## src/rtl/mbt_pkg.sv

```systemverilog
package mbt_pkg;

    localparam int DEF_DATA_W = 128;
    localparam int DEF_LANE_W = 32;

    typedef enum logic {
        ST_IDLE   = 1'b0,
        ST_REPORT = 1'b1
    } seq_state_t;

    typedef struct packed {
        logic zero;
        logic ones;
        logic mixed;
    } verdict_t;

endpackage

```

## src/rtl/mbt_operand_stage.sv

```systemverilog
module mbt_operand_stage #(
    parameter int DATA_W = mbt_pkg::DEF_DATA_W
) (
    input  logic              clk,
    input  logic              rst,
    input  logic              cap_en,
    input  logic [DATA_W-1:0] cap_data,
    input  logic [DATA_W-1:0] cap_mask,
    input  logic              cap_full,
    output logic [DATA_W-1:0] held_data,
    output logic [DATA_W-1:0] held_mask
);
    localparam logic [DATA_W-1:0] FULL_SEL = {DATA_W{1'b1}};

    logic [DATA_W-1:0] eff_mask;

    // The full-vector mode substitutes the mask before it is stored.
    always_comb begin
        eff_mask = cap_full ? FULL_SEL : cap_mask;
    end

    always_ff @(posedge clk) begin
        if (rst) begin
            held_data <= '0;
            held_mask <= '0;
        end else if (cap_en) begin
            held_data <= cap_data;
            held_mask <= eff_mask;
        end
    end
endmodule

```

## config.mk

```make
export PLATFORM = sky130hd
export DESIGN_NAME = mbt_operand_stage
export DESIGN_NICKNAME = d
export VERILOG_FILES = /design/src/rtl/mbt_pkg.sv /design/src/rtl/mbt_operand_stage.sv
export SDC_FILE = /design/constraint.sdc
export NUM_CORES = 1
export LEC_CHECK = 0
export BUFFER_PORTS_ARGS = -buffer_cell sky130_fd_sc_hd__buf_4
export CORE_ASPECT_RATIO = 1.25
export CORE_MARGIN = 2
export CORE_UTILIZATION = 25
export DETAILED_ROUTE_END_ITERATION = 6
export GPL_ROUTABILITY_DRIVEN = 0
export MAX_ROUTING_LAYER = met4
export PLACE_DENSITY_LB_ADDON = 0.3
export SLEW_MARGIN = 25
export SYNTH_ARGS = -nofsm -noshare
export SYNTH_HDL_FRONTEND = slang
export SYNTH_SLANG_ARGS = --single-unit
```

## constraint.sdc

```tcl
create_clock -name clk -period 0.8 [get_ports clk]
set_input_delay 0.04 -clock clk [delete_from_list [all_inputs] [get_ports clk]]
set_output_delay 0.04 -clock clk [all_outputs]
set_load 0.02 [all_outputs]
```

# Yosys cells after proc, flatten, opt, wreduce, memory -nomap -nowiden
# Index checks and enable logic that the tools add are counted.
word_totals:
  reg_bits: 256
  inputBits: 260
  out_inout_bits: 256
  elab_cells: 3
op_classes:
  muxes: 1
ops:
  columns: ["cell", "count"]
  rows:
  - ["128-bit 2-to-1 mux", 1]

# Longest topological paths before layout
# Gate-level depths: netlist of the first run.
depth:
  depth_word: 1
  mapped_depth: 5

# Worst setup path after synthesis of the first run
# No wires, ideal clock.
synth_path:
  kind: "input to register"
  startpoint: "in cap_en"
  endpoint: "reg held_data[5]"
  arrival_ns: 0.695
  slack_ns: -0.025
  stages: 5
  n_path_buf: 3
  cell_sequence: "buf_4 > buf_6 > buf_6 > mux2i_1 > nor2_1"
synth_lines:
  columns: ["element", "line_no", "rtl"]
  rows:
  - ["from (decl)", "mbt_operand_stage.sv:6", "input logic cap_en,"]
  - ["to (signal assigned)", "mbt_operand_stage.sv:27", "held_data <= cap_data;"]
  - ["to (decl)", "mbt_operand_stage.sv:10", "output logic [DATA_W-1:0] held_data,"]

# Worst setup path after layout of the first run
layout_path:
  startpoint: "reg held_data[70]"
  endpoint: "out held_data[70]"
# No word-level cell between the ends.

==> results of run 1 <==
-- sequential cells by signal (all words and copies together) (netlist names) --
signal	cells
held_data	128
held_mask	128
-- routing by layer --
| layer | routed length, µm | up-vias |
|---|---|---|
| li1 | - | 5000 |
| met1 | 15800 | 4839 |
| met2 | 20790 | 458 |
| met3 | 2692 | 106 |
| met4 | 1464 | 0 |
| met5 | 0 | - |
-- area by class of cell --
type / instances / share of cell area
Clock inverter: 8 / 0.003729
Tap cell: 498 / 0.03095
Clock buffer: 42 / 0.04295
Antenna cell: 1 / 0.0001243
Multi-Input combinational cell: 640 / 0.2138
Sequential cell: 256 / 0.2709
Timing Repair Buffer: 906 / 0.4376
-- how the worst min path moves through the flow --
stage,slack (ps),cells after the start,to
2_1_floorplan,190,2,held_data[100]$_SDFFE_PP0P_
3_3_place_gp,270,3,held_data[54]$_SDFFE_PP0P_
3_5_place_dp,280,3,held_data[118]$_SDFFE_PP0P_
4_1_cts,10,4,held_mask[11]$_SDFFE_PP0P_
5_1_grt,20,4,held_data[82]$_SDFFE_PP0P_
6_report,-10,4,held_data[116]$_SDFFE_PP0P_
-- logic make-up after synthesis --
logic type             count (synthesis)  share of synthesized area
DFF                                  256                     0.5200
and+or+nand+nor                      384                     0.1462
AOI/OAI and AO/OA                    128                     0.1498
muxes                                128                     0.1300
buffers and inverters                 85                    0.05395
-- layout by cell type (no fill, tap or decap), drive strengths merged --
master | netlist | final
clkinv | 0 | 6
clkbuf | 10 | 46
dfxtp | 256 | 256
a211oi | 128 | 128
bufinv | 0 | 1
inv | 0 | 1
dlymetal6s4s | 0 | 1
dlygate4sd3 | 0 | 258
nor2 | 384 | 384
mux2i | 128 | 128
diode | 0 | 1
dlymetal6s2s | 0 | 1
buf | 75 | 642
-- per-stage QoR --
step / power [mW] / setup WS, ps
CTS: 36.01 / -308.6
global placement: 20.56 / -162.2
detailed placement: 20.64 / -180.1
finish: 36.18 / -280.1
floorplan: 17.54 / 20.96
global route: 37.63 / -316.7
-- what timing repair did --
| action | CTS | global route |
|---|---|---|
| cloned | 0 | 5 |
| gates resized for setup | 513 | 43 |
| hold buffers | 262 | 0 |
| buffers inserted | 30 | 48 |
| hold endpoints to repair | 256 | 0 |
| endpoints found under the setup margin | 256 | 378 |
| pin swaps | 0 | 24 |
-- power by group --
group / internal (mW) / total [mW] / leakage, nW / switching, mW
clock network: 7.76 / 13.2 / 0.471 / 5.41
logic: 4.76 / 8.54 / 6.45 / 3.79
registers: 13.8 / 14.5 / 2.20 / 0.662
total: 26.3 / 36.2 / 9.12 / 9.86
==> impl_metrics.csv, run 1 <==
group,metric,value,unit
detailed_routing,firstDrtPassIters,4,
detailed_routing,drtAntennaViolNets,0,
detailed_routing,drtIter0Drc,468,
logic_synthesis,syn_nets,1241,
setup_path,startpoint,"held_data[70]$_SDFFE_PP0P_",
logic_synthesis,ys_types,9,
detailed_routing,routed_wirelength,40750,µm
placed_design,dp_hpwl,24910,µm
global_routing,grt_pass1_vias,10870,
setup_path,critical-path-max-stage-delay,360,ps
clocking,insertion_delay,550,ps
setup_path,critPathSlowestCell,"dfxtp_4",
layout,regArea,5453,µm²
layout,design_area,20130,µm²
clocking,clkTransAtPathRegs,60,ps
logic_synthesis,synth_area_leaders,"dfxtp_1 (52%), nor2_1 (15%), a211oi_2 (13%)",
floorplanning,coreArea,39020,µm²
setup_path,crit_end,"held_data[70]",
setup_path,worst_setup_path_start_kind,"flop",
setup_path,r2r_slack,-20,ps
logic_synthesis,ys.flop_type,"dfxtp_1",
clocking,h-tree-depth,1,
setup_path,crit_arrival,1040,ps
layout,nFillCells,3246,
sta,rsz0062_at_grt,"yes",
clocking,numCtsBuffers,28,
min_path,worstHoldStart,"cap_en",
clocking,cts_sinks,256,
setup_path,cp_num_cells,1,
layout,utilization,0.5160,
pwr,power_density,1797,nW/µm²
detailed_routing,wl_per_cell,17.33,µm
setup_path,crit_buf_inv,1,
sta,setup_ws,-280.1,ps
run_status,violations,"hold timing, setup timing",
global_routing,antenna_found_initial,1,
floorplanning,dieWidth,181.6,µm
job,maxCapViolCount,0,
detailed_routing,via_per_inst,4.425,
sta,slew_viol_final,0,
logic_synthesis,synth_seq_area_share,0.5200,
placed_design,dp.cells,1963,
layout,fin_cells,2351,
layout,nets,2092,
logic_synthesis,async_flop_share,0,
sta,fmax,0.9259,GHz
setup_path,r2r_cells,4,
logic_synthesis,yosys_warnings,0,
setup_path,worstReg2RegStart,"held_mask[93]$_SDFFE_PP0P_",
floorplanning,dieArea,41040,µm²
placed_design,placed_area,14470,µm²
floorplanning,die_h,226.0,µm
floorplanning,initial_core_util,0.2526,
global_routing,grt-ovfl-total,0,
sta,fin_crit,1080,ps
logic_synthesis,syn_inst,981,
logic_synthesis,synth_edf_count,0,
global_routing,grt_util_met3,0.03935,
logic_synthesis,ys_ff_latch,256,
detailed_routing,drc_errors,0,
placed_design,portBuffers,515,
pwr,cellLeakagePower,9.119,nW
sta,max_slew_margin,0.6763,
clocking,cts_buffer_depth,3,
setup_path,crit_family,"flip-flops",
global_routing,grt_max_degree,57,
logic_synthesis,synth_most_common_cell,"nor2_1",
global_routing,track_usage,0.1839,
pwr,ir_drop,1.642,mV
logic_synthesis,synth.avg_cell_area,10.05,µm²
min_path,worstHoldPathType,"in -> reg",
sta,finClkSkew,0,ps
floorplanning,rows,81,
global_routing,met2_usage,0.3233,
detailed_routing,vias,10400,
run_status,status,"finished, violations left",
logic_synthesis,synth_top_cell_area_share,0.5200,
sta,holdWs,-9.735,ps
sta,setup-tns-final,-62500,ps
sta,tightest_slew,484.7,ps
layout,drive_gt1_frac,0.5745,
logic_synthesis,syn_area,9856,µm²
setup_path,cp-end-kind,"output port",
setup_path,rr_endpoint,"held_mask[93]$_SDFFE_PP0P_",
setup_path,critPathMaxFanout,2,
setup_path,cp.required,760,ps
setup_path,critical_path.cell_chain,"buf_6",
sta,finalSetupViolations,260,
global_routing,grt_pass1_wl,58700,µm
setup_path,path_class,"reg -> out",
clocking,cts_tree,"done",
global_routing,use_met1,0.2034,
floorplanning,pin_count,516,
logic_synthesis,yosys-top-cells-count,"nor2_1 (384), dfxtp_1 (256), mux2i_1 (128)",
clocking,clock-root-buffer,"clkbuf_16",
logic_synthesis,synth_area_leader_cell,"dfxtp_1",
sta,fin_crit_sh,1.350,
layout,multiInputGateArea,4304,µm²
layout,syn2layout_area_growth,104.3,%
sta,final_hold_viol_count,2,
global_routing,top_usage_layer,"met2",
No activity file was read; power rests on OpenSTA's default activity.
==> run 2: changes to the inputs <==
CORE_MARGIN = 4   (was 2)
==> run 2 against run 1 <==
- the flow still finishes with violations (hold timing, setup timing)
- register-to-register slack barely moved
- flip-flop and latch count did not move
- hold slack got worse by 40 ps
- non-clock buffer count rose by 31
- maximum frequency fell by 0.49%
- utilization rose by 0.34 points
- count of clock-buffer cells in the layout fell by 2
- first-iteration DRC count fell by 25%
- setup slack got worse by 5.3 ps
- sequential power barely moved
- via count rose by 0.59%
- global-route usage fell by 0.74 points
- highest routed layer unchanged
==> impl_metrics.csv, run 2 (synthesized netlist as in run 1, its figures left out) <==
group,metric,value,unit
placed_design,dp_hpwl,26430,µm
setup_path,critPathSlowestCell,"dfxtp_4",
sta,final_hold_viol_count,48,
setup_path,r2r_slack,-10,ps
min_path,worstHoldPathType,"in -> reg",
detailed_routing,drc_errors,0,
layout,design_area,20260,µm²
setup_path,cp-end-kind,"output port",
detailed_routing,vias,10460,
clocking,clock-root-buffer,"clkbuf_16",
sta,fmax,0.9214,GHz
global_routing,grt_pass1_vias,11080,
placed_design,place_ws,-161.8,ps
detailed_routing,firstDrtPassIters,4,
sta,finalSetupViolations,264,
setup_path,critical-path-max-stage-delay,360,ps
layout,final_cell_mix,"buf_4 (381), nor2_1 (379), dlygate4sd3_1 (273), buf_6 (258), dfxtp_2 (249)",
setup_path,critPathMaxFanout,2,
global_routing,antenna_found_initial,6,
setup_path,path_class,"reg -> out",
setup_path,crit_buf_inv,1,
floorplanning,rows,81,
layout,syn2layout_area_growth,105.6,%
placed_design,placed_area,14640,µm²
sta,fin_crit_sh,1.357,
sta,setup-tns-final,-62380,ps
setup_path,crit_family,"flip-flops",
setup_path,worst_setup_path_start_kind,"flop",
setup_path,crit_arrival,1050,ps
layout,drive_gt1_frac,0.5728,
clocking,insertion_delay,550,ps
floorplanning,die_h,230.0,µm
run_status,status,"finished, violations left",
clocking,cts_buffer_depth,3,
floorplanning,dieWidth,185.6,µm
detailed_routing,routed_wirelength,39810,µm
sta,fin_crit,1085,ps
floorplanning,pin_count,516,
clocking,clkTransAtPathRegs,70,ps
floorplanning,coreArea,39020,µm²
pwr,finalPower,36.02,mW
job,maxCapViolCount,0,
pwr,cellLeakagePower,9.213,nW
detailed_routing,drtAntennaViolNets,0,
global_routing,grt_pass1_wl,58950,µm
placed_design,portBuffers,515,
layout,layout_commonest_cell,"buf_4",
detailed_routing,drtIter0Drc,349,
global_routing,grt_max_degree,48,
pwr,power_density,1778,nW/µm²
detailed_routing,wl_per_cell,16.68,µm
layout,top_regs,"held_data x128, held_mask x128",
sta,max_slew_margin,0.6287,
clocking,numCtsBuffers,27,
pwr,ir_drop,1.326,mV
detailed_routing,via_per_inst,4.386,
floorplanning,dieArea,42680,µm²
sta,tightest_slew,557.0,ps
global_routing,track_usage,0.1766,
clocking,h-tree-depth,1,
sta,finClkSkew,0,ps
sta,setup_ws,-285.4,ps
run_status,violations,"hold timing, setup timing",
sta,rsz0062_at_grt,"yes",
sta,holdWs,-49.26,ps
setup_path,cp.required,760,ps
clocking,cts_tree,"done",
global_routing,grt-ovfl-total,0,
setup_path,critical_path.cell_chain,"buf_6",
floorplanning,initial_core_util,0.2526,
layout,nets,2122,
sta,slew_viol_final,0,
clocking,cts_sinks,256,
[run 2: cell count changes in the layout (fill, tap and decap cells not counted), sizes merged, moves of 2 or more]
cell / before / now
buf: 642 / 661
clkbuf: 46 / 40
diode: 1 / 6
dlygate4sd3: 258 / 273
dlymetal6s4s: 1 / 3
[run 2: final cells by class]
cell class,count,area [µm²]
Antenna cell,6,15.01
Timing Repair Buffer,937,8966
Multi-Input combinational cell,640,4267
Clock inverter,9,105.1
Sequential cell,256,5463
Clock buffer,40,824.5
Fill cell,3231,18760
Tap cell,498,623.1
[run 2: final timing paths]
path                                   start                         end  cells after the start
setup / recovery   held_mask[6]$_SDFFE_PP0P_                held_mask[6]                      1
hold / removal                           rst  held_mask[74]$_SDFFE_PP0P_                      3
setup reg to reg  held_mask[27]$_SDFFE_PP0P_  held_mask[27]$_SDFFE_PP0P_                      4
hold reg to reg   held_mask[12]$_SDFFE_PP0P_  held_mask[12]$_SDFFE_PP0P_                      2
[run 2: per-stage QoR]
stage | util | cells
after floorplan | - | 981
after global placement | 0.3752 | 1984
after detailed placement | 0.3752 | 1984
after CTS | 0.5075 | 2333
after global routing | 0.5193 | 2386
final | 0.5193 | 2386
[run 2: per-layer routing]
layer,track usage,vias to the layer above,share of wire
met2,0.3145,432,0.51
met5,-,-,0
li1,-,5083,-
met4,0.06902,0,0.039
met1,0.1858,4855,0.38
met3,0.04446,94,0.079
[run 2: what timing repair did]
| action | CTS | global route |
|---|---|---|
| pin swaps | 0 | 15 |
| endpoints found under the setup margin | 256 | 376 |
| hold buffers | 274 | 5 |
| resized for setup | 517 | 23 |
| setup buffers | 27 | 47 |
| endpoints found under the hold margin | 256 | 40 |
[run 2: report_power, final]
| group | leakage (nW) | internal [mW] | switching [mW] | total [mW] |
|---|---|---|---|---|
| Sequential | 2.20 | 13.8 | 0.671 | 14.5 |
| Clock | 0.461 | 7.75 | 5.31 | 13.1 |
| Combinational | 6.55 | 4.78 | 3.70 | 8.48 |
| Total | 9.21 | 26.3 | 9.68 | 36.0 |
